### src/rtl/seq_lock_pkg.sv
// Package: shared sizing and request-source description for the lock block.
// Assumes at most a few instructions per lock window; sizes derive from MAX_LEN.
package seq_lock_pkg;
    // Longest lock window in instructions.
    localparam int MAX_LEN = 4;
    // Width of the length code (count minus one).
    localparam int LEN_W   = $clog2(MAX_LEN);
    // Width of the remaining-instruction counter (holds 0..MAX_LEN).
    localparam int CNT_W   = $clog2(MAX_LEN + 1);

    // Request sources in the order the gating vector uses.
    typedef enum logic [1:0] {
        SRC_IRQ    = 2'd0,
        SRC_XFER   = 2'd1,
        SRC_TRAP_A = 2'd2,
        SRC_TRAP_B = 2'd3
    } src_e;

    localparam int NUM_SRC = 4;
    // One bit per source: set when the lock window holds it off.
    localparam logic [NUM_SRC-1:0] MASKABLE = 4'b0111;
endpackage

### src/rtl/seq_lock_counter.sv
// Module: remaining-instruction counter for the lock window.
// Does: loads count+1 on a lock request, steps down once per retire strobe,
// and clears on an abort. Assumes retire pulses once per completed
// instruction, however many cycles that instruction took.
module seq_lock_counter #(
    parameter int LEN_W = seq_lock_pkg::LEN_W,
    parameter int CNT_W = seq_lock_pkg::CNT_W
) (
    input  logic             clk,
    input  logic             rst_n,
    input  logic             load,
    input  logic [LEN_W-1:0] len_code,
    input  logic             step,
    input  logic             abort,
    output logic             busy
);
    logic [CNT_W-1:0] remain_q;
    logic [CNT_W-1:0] load_val;

    // Convert the length code to an instruction count.
    always_comb begin
        load_val = CNT_W'(len_code) + CNT_W'(1);
    end

    // Counter update: abort beats load, load beats step.
    always_ff @(posedge clk) begin
        if (!rst_n) begin
            remain_q <= '0;
        end else if (abort) begin
            remain_q <= '0;
        end else if (load) begin
            remain_q <= load_val;
        end else if (step && (remain_q != '0)) begin
            remain_q <= remain_q - CNT_W'(1);
        end
    end

    // Window is open while instructions remain.
    always_comb begin
        busy = (remain_q != '0);
    end
endmodule

### src/rtl/seq_lock_gate.sv
// Module: per-source acceptance gating.
// Does: passes each pending request through, except that a source marked in
// MASK_SEL is blocked while inhibit is high. Assumes inhibit is already
// combined from the live request and the registered window.
module seq_lock_gate #(
    parameter int                 N        = seq_lock_pkg::NUM_SRC,
    parameter logic [N-1:0]       MASK_SEL = seq_lock_pkg::MASKABLE
) (
    input  logic         inhibit,
    input  logic [N-1:0] pend,
    output logic [N-1:0] accept
);
    for (genvar i = 0; i < N; i++) begin : g_src
        if (MASK_SEL[i]) begin : g_masked
            // Maskable source: blocked during the window.
            always_comb accept[i] = pend[i] & ~inhibit;
        end else begin : g_pass
            // Severe-fault source: never blocked.
            always_comb accept[i] = pend[i];
        end
    end
endmodule

### src/rtl/seq_lock_top.sv
// Module: atomic-sequence interrupt lock, top level.
// Does: opens a lock window of 1..MAX_LEN retired instructions on a lock
// request, gates interrupt, transfer and class A trap acceptance during it,
// and always lets class B traps through. A pending class B trap aborts the
// window. Assumes pending lines are held by their sources until accepted.
module seq_lock_top
    import seq_lock_pkg::*;
(
    input  logic             clk,
    input  logic             rst_n,
    input  logic             lock_req,
    input  logic [LEN_W-1:0] lock_len,
    input  logic             retire,
    input  logic             irq_pend,
    input  logic             xfer_pend,
    input  logic             trap_a_pend,
    input  logic             trap_b_pend,
    output logic             irq_en,
    output logic             xfer_en,
    output logic             trap_a_en,
    output logic             trap_b_en,
    output logic             lock_active
);
    logic               window_busy;
    logic               inhibit;
    logic [NUM_SRC-1:0] pend_vec;
    logic [NUM_SRC-1:0] accept_vec;

    seq_lock_counter #(
        .LEN_W (LEN_W),
        .CNT_W (CNT_W)
    ) u_cnt (
        .clk      (clk),
        .rst_n    (rst_n),
        .load     (lock_req),
        .len_code (lock_len),
        .step     (retire),
        .abort    (trap_b_pend),
        .busy     (window_busy)
    );

    // Inhibit starts in the request cycle itself.
    always_comb begin
        inhibit = lock_req | window_busy;
    end

    // Pack the sources in package order.
    always_comb begin
        pend_vec              = '0;
        pend_vec[SRC_IRQ]    = irq_pend;
        pend_vec[SRC_XFER]   = xfer_pend;
        pend_vec[SRC_TRAP_A] = trap_a_pend;
        pend_vec[SRC_TRAP_B] = trap_b_pend;
    end

    seq_lock_gate #(
        .N        (NUM_SRC),
        .MASK_SEL (MASKABLE)
    ) u_gate (
        .inhibit (inhibit),
        .pend    (pend_vec),
        .accept  (accept_vec)
    );

    // Unpack the acceptance enables and drive the status flag.
    always_comb begin
        irq_en      = accept_vec[SRC_IRQ];
        xfer_en     = accept_vec[SRC_XFER];
        trap_a_en   = accept_vec[SRC_TRAP_A];
        trap_b_en   = accept_vec[SRC_TRAP_B];
        lock_active = inhibit;
    end
endmodule

### config.mk
export PLATFORM = sky130hd
export DESIGN_NAME = seq_lock_top
export DESIGN_NICKNAME = d
export VERILOG_FILES = /design/src/rtl/seq_lock_pkg.sv /design/src/rtl/seq_lock_counter.sv /design/src/rtl/seq_lock_gate.sv /design/src/rtl/seq_lock_top.sv
export SDC_FILE = /design/constraint.sdc
export NUM_CORES = 1
export LEC_CHECK = 0
export BUFFER_PORTS_ARGS = -buffer_cell sky130_fd_sc_hd__buf_2
export CAP_MARGIN = 25
export CORE_AREA = 2 2 39 41
export CTS_BUF_LIST = sky130_fd_sc_hd__clkbuf_8
export CTS_CLUSTER_SIZE = 30
export DETAILED_ROUTE_END_ITERATION = 6
export DIE_AREA = 0 0 41 43
export MAX_ROUTING_LAYER = met4
export SETUP_SLACK_MARGIN = 0.2
export SLEW_MARGIN = 20
export SYNTH_ARGS = -nofsm -noshare
export SYNTH_HDL_FRONTEND = slang
export SYNTH_HIERARCHICAL = 1
export SYNTH_SLANG_ARGS = --single-unit
### constraint.sdc
create_clock -name clk -period 1.5 [get_ports clk]
set_input_delay 0.3 -clock clk [delete_from_list [all_inputs] [get_ports clk]]
set_output_delay 0.3 -clock clk [all_outputs]
set_load 0.01 [all_outputs]
==> impl_metrics.yaml <==
outcome:
  outcome: "finished with violations"
  failed_checks: "setup timing"
grt:
  globalRouteOverflowTotal: 0
  first_global_vias: 279
  grt.total_usage: 0.09044
  grt_start_max_net_pins: 9
  global_route_wire_length_before_repair_um: 1021
  grt_antenna_before_repair: 0
final_layout:
  flip_flop_count_of_the_largest_register_all_copies_and_words_added: 3
  fill_cells: 139
  finish.net_count: 64
  most-common-layout-cells: "buf_2, buf_4, clkbuf_8, buf_6, nor2b_4"
  stdcell_area_um2: 473.0
  max_flop_register: "u_cnt/remain_q"
  layoutNonFillerInstCount: 66
  area.growth.synth_to_final_pct: 89.95
  reg_top3: "u_cnt/remain_q x3"
  drive_gt1_frac: 0.6600
  final_common_cell: "buf_2"
  antenna_cells_inserted: 0
clock_network:
  clockBufferDepth: 2
  clk_latency_worst_skew_pair_ps: 210
  cts_tree: "yes"
  htreeDepth: 1
  cts.root.buffer_cell: "clkbuf_8"
  cts.sink_count: 3
  cts_buffers: 3
  cts.reportedPaths.clkPinSlew_ps: 30
sta:
  timing.final.setup_violations: 4
  grt_setup_unrepaired: "true"
  finalHoldWorstSlack_ps: 441.3
  final_critical_path_setup_slack_ps: -74.64
  tightestPinTransition_ps: 257.8
  final_min_period_over_clock_period: 1.050
  finalHoldViolations: 0
  timing.final.crit_period_ps: 1575
  maxSlewViolCount: 0
  max_freq_ghz: 0.6351
  finClkSkew_ps: 0.2813
  slew_headroom: 0.8270
synthesis:
  postSynthNetCount: 41
  synth_area_per_cell_um2: 8.892
  synth.yosys.seq_area_share: 0.2412
  count_of_distinct_cell_types_in_the_synthesized_netlist: 19
  synth-warning-count: 6
  ys_seq_elements: 3
  syn-instance-count: 28
  synth_area_um2: 249.0
place:
  dpl_cell_area_um2: 369.1
  placement.io_buffers: 14
  place_inst: 57
  placer_s_final_routability_congestion_estimate: 0.7007
worst_setup_path:
  worst_stage_delay_on_the_critical_path_ps: 310
  crit_path_end_kind: "primary output"
  top_cell_family_by_delay_on_the_critical_path: "simple AND/OR/NAND/NOR gates"
  critical_path_required_ps: 1200
  path_cells: "inv_2, ha_4, nand2b_4, or2_4, nor2b_4, buf_6"
  crit_fanout: 4
  critical_path_class: "flop to primary output"
  critical_path.startpoint_type: "flop"
  worst-endpoint-arrival_ps: 1270
  timing.critical_path.slowest_stage_cell: "dfxtp_2"
  timing.critical_path.buf_inv: 2
route:
  route.detailed.drc: 0
  via_count_of_the_routed_design: 297
  route.antenna.remaining_nets: 0
  via_per_inst: 4.500
  detailedRoute.firstPassIterationCount: 2
  route.final.wire_length_um: 644
  detail_route.wl_per_cell_um: 9.758
  drt_iter0_drc: 2
die:
  rows: 14
  die-area_um2: 1763
  die_width_um: 41
  chipHeight_um: 43
  floorplan.initialDensity: 0.1799
  placeable_core_region_um2: 1384
  boundaryPins: 15
power_and_ir_drop:
  post-layout-total-power_w: 0.0004237
  seq_power_share: 0.206
  combinational_share_of_power: 0.263
  fraction_of_power_consumed_by_the_clock_network: 0.530
  p_int_w: 0.0003221
  vdd.ir_drop.worst_uv: 536.8
  static-leakage-power_nw: 0.2260
  swShare: 0.2397
  p_switching_w: 0.0001016
  power_per_cell_area_nw_per_um2: 895.9
hold_path:
  hp_class: "input port to flop"
job:
  max-cap-violations: 0
==> cell usage after synthesis <==
library cell / n / area [µm²]
a211o_1: 1 / 8.760
a21boi_0: 1 / 7.510
a21oi_1: 2 / 10.01
a311o_1: 1 / 10.01
a311oi_1: 1 / 8.760
and3_1: 1 / 6.260
buf_4: 1 / 7.510
dfxtp_1: 3 / 60.06
ha_1: 3 / 37.54
inv_1: 2 / 7.510
nand2_1: 1 / 3.750
nand2b_1: 1 / 6.260
nand2b_4: 1 / 13.76
nand4b_1: 1 / 8.760
nor2_1: 1 / 3.750
nor2b_1: 4 / 25.02
nor3_1: 1 / 5.000
o22ai_2: 1 / 12.51
or2_1: 1 / 6.260
==> power groups by stage <==
stage | logic [W] | registers, W | clock network, W
after CTS | 0.000110 | 0.0000871 | 0.000234
after global placement | 0.0000905 | 0.0000882 | 0
after floorplan | 0.0000622 | 0.0000878 | 0
final | 0.000112 | 0.0000875 | 0.000225
after detailed placement | 0.0000920 | 0.0000882 | 0
after global routing | 0.000125 | 0.0000880 | 0.000235
==> worst min-delay path, stage by stage <==
cell	delay, ps
buf_2	90
a21oi_1	60
and3_1	160
==> routing by layer <==
metal | track usage | part of all wire | routed length [µm] | vias to the layer above
li1 | - | - | - | 144
met1 | 0.09615 | 0.39 | 250 | 140
met2 | 0.1250 | 0.52 | 337 | 13
met3 | 0.04712 | 0.087 | 56 | 0
met4 | 0.06000 | 0 | 0 | 0
met5 | - | 0 | 0 | -
==> worst paths after layout <==
kind                                                       end                            from  cells after the start  slack [ps]
worst max-delay path                                    irq_en  u_cnt/remain_q[1]$_SDFFE_PP0P_                      6         -70
worst min-delay path            u_cnt/remain_q[0]$_SDFFE_PP0P_                     lock_len[0]                      3         440
worst max register to register  u_cnt/remain_q[2]$_SDFFE_PP0P_  u_cnt/remain_q[0]$_SDFFE_PP0P_                      6         190
worst min register to register  u_cnt/remain_q[1]$_SDFFE_PP0P_  u_cnt/remain_q[1]$_SDFFE_PP0P_                      2         520
==> kinds of logic (layout without fill, tap and decap cells) <==
family                     Yosys count  after routing  share of synthesized area
AOI/OAI and AO/OA                    7              7                     0.2312
adders and majority gates            3              3                     0.1508
DFF                                  3              3                     0.2412
buffers and inverters                3             25                    0.06032
and+or+nand+nor                     12             12                     0.3166
==> through the flow <==
stage          worst slack [ps]    util  TNS, ps
6_report                 -74.64  0.3418   -219.5
5_1_grt                  -125.4  0.3418   -396.7
4_1_cts                  -99.56  0.3354   -328.6
3_5_place_dp              101.2  0.2667        0
3_3_place_gp              113.0  0.2667        0
2_1_floorplan             218.1       -        0
==> timing repair <==
action	CTS	global route
buffers inserted	4	1
hold buffers	0	0
pin swaps	2	3
resized for setup	4	2
endpoints found under the setup margin	4	5
==> layout make-up <==
cell class | count | area, µm² | share of cell area
flip-flops and latches | 3 | 62.56 | 0.1323
multi-input cells | 22 | 211.5 | 0.4471
repair buffers | 19 | 126.4 | 0.2672
clock inverters | 1 | 3.754 | 0.007937
inverters | 2 | 7.507 | 0.01587
clock buffers | 3 | 41.29 | 0.08730
well taps | 16 | 20.02 | 0.04233
Power figures use the tool's default switching activity.
